<file path="src/rtl/cgate_pkg.sv">
`timescale 1ns/1ps
// Shared definitions for the bus-synchronized processor clock gater.
// Assumes: one fast clock domain, all slow inputs synchronized before use.
package cgate_pkg;

    // Stall controller states; order carries no meaning.
    typedef enum logic [1:0] {
        ST_RUN   = 2'd0,   // clock free at fast rate
        ST_ALIGN = 2'd1,   // transfer pending, clock frozen, waiting for bus edge
        ST_PACED = 2'd2,   // transfer paced by rising bus-clock edges
        ST_YIELD = 2'd3    // bus handed to video controller or DMA
    } gate_state_t;

    localparam int SLOW_INPUTS = 5;   // bus clock, bus avail, dma, ras, cas

endpackage

</file>
<file path="src/rtl/cgate_sync.sv">
`timescale 1ns/1ps
// Multi-stage synchronizer for a vector of asynchronous inputs.
// Assumes: each bit is independent; no bus coherency is needed.
module cgate_sync #(
    parameter int          WIDTH   = 5,
    parameter int          STAGES  = 2,
    parameter logic [WIDTH-1:0] RST_VAL = '0
) (
    input  logic             clk,
    input  logic             rst_n,
    input  logic [WIDTH-1:0] din,
    output logic [WIDTH-1:0] dout
);
    localparam int LAST = STAGES - 1;

    logic [WIDTH-1:0] chain [STAGES];

    // First stage samples the raw asynchronous inputs.
    always_ff @(posedge clk) begin
        if (!rst_n) chain[0] <= RST_VAL;
        else        chain[0] <= din;
    end

    // Remaining stages form the metastability filter.
    for (genvar g = 1; g < STAGES; g++) begin : g_stage
        always_ff @(posedge clk) begin
            if (!rst_n) chain[g] <= RST_VAL;
            else        chain[g] <= chain[g-1];
        end
    end

    assign dout = chain[LAST];
endmodule

</file>
<file path="src/rtl/cgate_fsm.sv">
`timescale 1ns/1ps
// Stall controller: decides, per fast cycle, whether the processor clock runs.
// Assumes: all inputs except req are already synchronized to clk.
module cgate_fsm
    import cgate_pkg::*;
(
    input  logic        clk,
    input  logic        rst_n,
    input  logic        bus_s,      // synchronized bus clock
    input  logic        bus_free,   // bus available and no DMA
    input  logic        ref_busy,   // refresh cycle in progress
    input  logic        req,        // memory or I/O transfer requested
    output gate_state_t state,
    output logic        gate_en     // clock enable for the next fast cycle
);
    logic        bus_d;
    logic        bus_rise;
    logic        bus_edge;
    logic        pace_q;
    gate_state_t nxt;

    // Delayed copy of the synchronized bus clock for edge detection.
    always_ff @(posedge clk) begin
        if (!rst_n) bus_d <= 1'b0;
        else        bus_d <= bus_s;
    end

    assign bus_rise = bus_s & ~bus_d;
    assign bus_edge = bus_s ^ bus_d;

    // Next-state selection; yielding the bus overrides every other state.
    always_comb begin
        nxt = state;
        if (!bus_free) begin
            nxt = ST_YIELD;
        end else begin
            unique case (state)
                ST_RUN:   if (req) nxt = ST_ALIGN;
                ST_ALIGN: begin
                    if (!req)                       nxt = ST_RUN;
                    else if (bus_edge && !ref_busy) nxt = ST_PACED;
                end
                ST_PACED: if (!req) nxt = ST_RUN;
                ST_YIELD: nxt = ST_RUN;
                default:  nxt = ST_RUN;
            endcase
        end
    end

    // State register and one-cycle pacing pulse.
    always_ff @(posedge clk) begin
        if (!rst_n) begin
            state  <= ST_RUN;
            pace_q <= 1'b0;
        end else begin
            state  <= nxt;
            pace_q <= (nxt == ST_PACED) && bus_rise && !ref_busy;
        end
    end

    // Clock enable: free and yield run, align freezes, paced pulses once.
    always_comb begin
        unique case (state)
            ST_RUN, ST_YIELD: gate_en = 1'b1;
            ST_PACED:         gate_en = pace_q;
            default:          gate_en = 1'b0;
        endcase
    end
endmodule

</file>
<file path="src/rtl/cgate_clkgate.sv">
`timescale 1ns/1ps
// Glitch-free clock gate: enable captured while the clock is low.
// Assumes: en is stable before the falling edge of clk.
module cgate_clkgate (
    input  logic clk,
    input  logic rst_n,
    input  logic en,
    output logic gclk
);
    logic en_q;

    // Enable latch updated on the falling edge; reset keeps the clock on.
    always_ff @(negedge clk) begin
        if (!rst_n) en_q <= 1'b1;
        else        en_q <= en;
    end

    assign gclk = clk & en_q;
endmodule

</file>
<file path="src/rtl/cpu_clk_gater.sv">
`timescale 1ns/1ps
// Top level: synchronizes slow inputs, runs the stall controller, gates the clock.
// Assumes: mreq_n and iorq_n come from the processor on the gated clock and
// are therefore treated as synchronous to clk_fast.
module cpu_clk_gater
    import cgate_pkg::*;
#(
    parameter int SYNC_STAGES = 2
) (
    input  logic clk_fast,
    input  logic rst_n,
    input  logic bus_clk,
    input  logic bus_avail,
    input  logic dma_req_n,
    input  logic mreq_n,
    input  logic iorq_n,
    input  logic refresh_ras_n,
    input  logic refresh_cas_n,
    output logic cpu_clk,
    output logic wait_n,
    output logic busrq_n
);
    localparam logic [SLOW_INPUTS-1:0] SYNC_RST = 5'b0_1111;

    logic [SLOW_INPUTS-1:0] slow_raw;
    logic [SLOW_INPUTS-1:0] slow_s;
    logic        bus_free;
    logic        ref_busy;
    logic        req;
    logic        gate_en;
    gate_state_t state_q;

    assign slow_raw = {bus_clk, bus_avail, dma_req_n, refresh_ras_n, refresh_cas_n};

    cgate_sync #(
        .WIDTH   (SLOW_INPUTS),
        .STAGES  (SYNC_STAGES),
        .RST_VAL (SYNC_RST)
    ) u_sync (
        .clk   (clk_fast),
        .rst_n (rst_n),
        .din   (slow_raw),
        .dout  (slow_s)
    );

    assign bus_free = slow_s[3] & slow_s[2];
    assign ref_busy = ~slow_s[1] & slow_s[0];
    assign req      = ~mreq_n | ~iorq_n;

    cgate_fsm u_fsm (
        .clk      (clk_fast),
        .rst_n    (rst_n),
        .bus_s    (slow_s[4]),
        .bus_free (bus_free),
        .ref_busy (ref_busy),
        .req      (req),
        .state    (state_q),
        .gate_en  (gate_en)
    );

    cgate_clkgate u_gate (
        .clk   (clk_fast),
        .rst_n (rst_n),
        .en    (gate_en),
        .gclk  (cpu_clk)
    );

    assign wait_n  = (state_q != ST_ALIGN);
    assign busrq_n = (state_q != ST_YIELD);
endmodule

</file>
<file path="config.mk">
export PLATFORM = sky130hd
export DESIGN_NAME = cpu_clk_gater
export DESIGN_NICKNAME = d
export VERILOG_FILES = /design/src/rtl/cgate_pkg.sv /design/src/rtl/cgate_sync.sv /design/src/rtl/cgate_fsm.sv /design/src/rtl/cgate_clkgate.sv /design/src/rtl/cpu_clk_gater.sv
export SDC_FILE = /design/constraint.sdc
export NUM_CORES = 1
export LEC_CHECK = 0
export ABC_AREA = 0
export CORE_AREA = 2 2 39 41
export DETAILED_ROUTE_END_ITERATION = 16
export DIE_AREA = 0 0 41 43
export DONT_BUFFER_PORTS = 1
export PLACE_DENSITY = 0.62
export SYNTH_ARGS = -nofsm -noshare
export SYNTH_HDL_FRONTEND = slang
export SYNTH_HIERARCHICAL = 1
export SYNTH_SLANG_ARGS = --single-unit
</file>
<file path="constraint.sdc">
create_clock -name clk_fast -period 1.34 [get_ports clk_fast]
set_input_delay 0.134 -clock clk_fast [delete_from_list [all_inputs] [get_ports clk_fast]]
set_output_delay 0.134 -clock clk_fast [all_outputs]
set_load 0.05 [all_outputs]
</file>
==> impl.org <==
** Outcome
- Failing checks :: negative setup slack
- Result of the run :: complete, but fails checks

** Clocking
- Later-pin clock latency in the skew report :: around 440 ps
- TritonCTS built the clock tree.
- After clock tree synthesis, the clock-pin slew on the worst setup and hold paths is 80 ps.

** Setup path
- Setup crit end kind :: output pin
- Critical Path Source Type :: register
- Master of the slowest instance on the critical path :: sky130_fd_sc_hd__dfxtp_2
- Data arrival at the endpoint of the critical path :: 1630 ps
- In this run the worst path has a maximum fanout of 1.
- Worst EP required :: 1210 ps
- The critical path goes through and2_4.
- For this run, the slowest stage of the critical path takes 300 ps.
- Crit Path Class :: register to output pin
- Largest delay contributor family on the critical path :: flip-flops
- Number of buffer and inverter stages on the critical path :: 0

** Timing
- Setup repair after global routing could not meet its margin everywhere.
- Max-slew headroom at the worst pin :: between 70% and 80%
- Sum Neg Setup Slack :: -728 ps
- Setup violations, final :: 4
- Worst Max-Slew Pin Slew :: approximately 400 ps
- Skew final :: 65.6 ps
- In the post-route analysis, the smallest setup slack over all paths is -423 ps.
- The total count of hold-check failures in the final report was 0.
- The total count of max-transition violations in the final report was 0.

** Drt
- Detailed Routing Iterations Pass 1 :: 3
- The detailed router finished its first iteration with 4 violations.
- For this block, the routed nets add up to 1.06 mm of wire.
- # DRC :: 0
- Avg WL per Cell :: 11.6 um
- After detailed routing, the number of vias per cell comes to 4.67.
- Total number of vias :: 430
- Remaining antenna violation count after routing :: 0

** Yosys
- Warnings, synthesis :: 6
- When the netlist entered floorplanning its net count stood at 70.
- Synth cell count leaders :: 15 x sky130_fd_sc_hd__dfxtp_1, 10 x sky130_fd_sc_hd__nand2b_1, 6 x sky130_fd_sc_hd__and2_1, 6 x sky130_fd_sc_hd__inv_1
- Synth Instances :: 57
- Most area-consuming cells after synthesis :: sky130_fd_sc_hd__dfxtp_1 51%, sky130_fd_sc_hd__nand2b_1 11%, sky130_fd_sc_hd__ha_1 8.5%
- Counting distinct cell types in the post-synthesis netlist gives 15.
- Summed over all instances, the cell type with the most area after synthesis is sky130_fd_sc_hd__dfxtp_1.
- Synth Cell Area :: around 590 sq um
- Post-synth EDFFs :: 0
- Most common cell in the netlist :: sky130_fd_sc_hd__dfxtp_1
- The most used flip-flop cell after synthesis is sky130_fd_sc_hd__dfxtp_1.
- For this run, asynchronously set or reset flops after synthesis account for 0%.
- Syn Area/Cell :: 10.3 sq um
- Area fraction of the dominant cell type after synthesis :: 51.3%
- In this run, synthesis produced a sequential element count of 15.
- Sequential fraction of the synthesis area :: 51.3%

** Power and ir drop
- Static power due to leakage :: 0.360 nW
- Power spread over the standard cell area amounts to 1340 nW/um^2.
- Highest ir drop seen on vdd :: between 700 and 800 uV
- Power, Total :: 1.18 mW

** Run
- Max-cap violations in this run came to 0.

** Worst hold path
- Path class of the lowest-slack min-delay path :: input pin to register

** Final layout
- Count of inserted antenna diode cells :: 0
- Non-Filler Instances :: about 90
- Sequential cell area in the final layout :: 309 sq um
- Of the cells placed in the final design, the portion with a size suffix greater than 1 is 40.8%.
- Core utilization of the finished layout :: about 64%
- For this run, the post-layout net count is 90.
- Area of the multi-input gates :: 354 sq um
- Synthesis-to-finish area growth :: 50.9%
- Count of filler cells inserted in the layout :: between 100 and 150

** Placed design
- Routability-driven placement finished with a final weighted congestion of approximately 0.75.
- DP Cell Count :: 78
- Timing analysis after detailed placement gives a worst setup slack of -264 ps.
- Half-perimeter wire length after placement :: 605 um
- In this run the tool buffered the top-level ports with 0 buffer cells.

** Floorplan
- Placement Rows :: 14
- The floorplan step set the die width to approximately 41 um.
- Die Ht :: 43 um
- Core Box Area :: 1380 sq um
- The die covers 1760 sq um.
- I/O pin cnt :: 12
- For this configuration, the core starts out at a cell density of between 40% and 50%.

** GRT
- Via count of the first global-routing pass :: 468
- Global-route wire length before repair :: approximately 1.7 mm
- Entering global routing, the biggest net connects 14 pins.
- Remaining global-route overflow :: 0
- Antenna violations before repair :: 0
- GRT Total Usage :: 15.3%
[layout by cell type, fill, tap and decap left out]
| cell | synthesis | final |
|---|---|---|
| sky130_fd_sc_hd__nand2_1 | 4 | 2 |
| sky130_fd_sc_hd__nand2b_4 | 0 | 1 |
| sky130_fd_sc_hd__ha_4 | 0 | 4 |
| sky130_fd_sc_hd__inv_4 | 0 | 2 |
| sky130_fd_sc_hd__inv_1 | 6 | 4 |
| sky130_fd_sc_hd__buf_8 | 0 | 1 |
| sky130_fd_sc_hd__buf_6 | 0 | 3 |
| sky130_fd_sc_hd__a2111oi_2 | 0 | 1 |
| sky130_fd_sc_hd__dlygate4sd3_1 | 0 | 6 |
| sky130_fd_sc_hd__o211ai_1 | 2 | 2 |
| sky130_fd_sc_hd__dfxtp_4 | 0 | 2 |
| sky130_fd_sc_hd__and2_1 | 6 | 5 |
| sky130_fd_sc_hd__clkbuf_1 | 0 | 1 |
| sky130_fd_sc_hd__dfxtp_2 | 0 | 1 |
| sky130_fd_sc_hd__nor3b_4 | 0 | 1 |
| sky130_fd_sc_hd__o221ai_2 | 0 | 1 |
| sky130_fd_sc_hd__o21ai_0 | 2 | 2 |
| sky130_fd_sc_hd__nand2_2 | 0 | 2 |
| sky130_fd_sc_hd__nand2b_1 | 10 | 9 |
| sky130_fd_sc_hd__dfxtp_1 | 15 | 12 |
| sky130_fd_sc_hd__and3b_1 | 2 | 2 |
| sky130_fd_sc_hd__nor3_2 | 0 | 1 |
| sky130_fd_sc_hd__and2_4 | 0 | 1 |
| sky130_fd_sc_hd__a21oi_2 | 0 | 1 |
| sky130_fd_sc_hd__nor2b_4 | 1 | 1 |
| sky130_fd_sc_hd__buf_4 | 0 | 2 |
| sky130_fd_sc_hd__clkbuf_4 | 0 | 6 |
[power by group]
group	total [mW]	switching [mW]	internal, mW
Sequential	0.487	0.0155	0.472
Combinational	0.192	0.0875	0.104
Clock	0.504	0.253	0.251
Total	1.18	0.356	0.827
[metrics by stage]
stage,hold WS (ps),cell area [sq um]
floorplan,207,593
global placement,209,651
detailed placement,211,651
CTS,61.5,816
global route,65.2,883
finish,86.4,883
[cells by family after synthesis]
| family | synth area share, % |
|---|---|
| AOI/OAI and AO/OA | 8.33 |
| adders and majority gates | 8.55 |
| DFF | 51.3 |
| buffers and inverters | 3.85 |
| and+or+nand+nor | 28.0 |
[worst min-delay path, stage by stage]
cell and delay, ps:
sky130_fd_sc_hd__and3b_1 150, sky130_fd_sc_hd__o221ai_2 80, sky130_fd_sc_hd__nand2_1 60
[routing by layer]
layer  routed length, um  vias to the layer above  GRT usage (%)  part of all wire (%)
met5                   0                        -              0                     0
met3                  68                        0           9.42                   6.4
li1                    -                      223              -                     -
met2                 590                       11           23.4                    56
met1                 403                      196           14.0                    38
met4                   0                        0           10.7                     0
[what timing repair did]
action,in CTS,in global routing
setup endpoints to repair,5,6
pin swaps,3,5
hold endpoints to repair,14,0
buffers inserted,1,0
resized for setup,8,15
hold buffers,6,0
[final cells by class]
type	count	share of cell area, %
multi-input combinational	36	40.1
sequential	15	35.0
timing repair buffer	12	14.0
clock buffer	7	5.52
inverter	5	2.69
tap	16	2.27
clock inverter	1	0.425
[state kept, by name, indices dropped and copies added, names as in the netlist]
name          flops
u_fsm/state       2
u_fsm/pace_q      1
u_sync/chain     10
u_fsm/bus_d       1
u_gate/en_q       1
[worst paths after layout]
check	startpoint	to	slack, ps	depth (start not counted)
worst max-delay path	u_gate/en_q$_SDFF_NN1_	cpu_clk	-420	1
worst min-delay path	rst_n	u_fsm/state[1]$_SDFF_PN0_	90	3
worst max register to register	u_fsm/state[0]$_SDFF_PN0_	u_gate/en_q$_SDFF_NN1_	-230	4
worst min register to register	u_sync/chain[0][0]$_SDFF_PN1_	u_sync/chain[1][0]$_SDFF_PN1_	410	1
(Power assumes the default switching activity.)
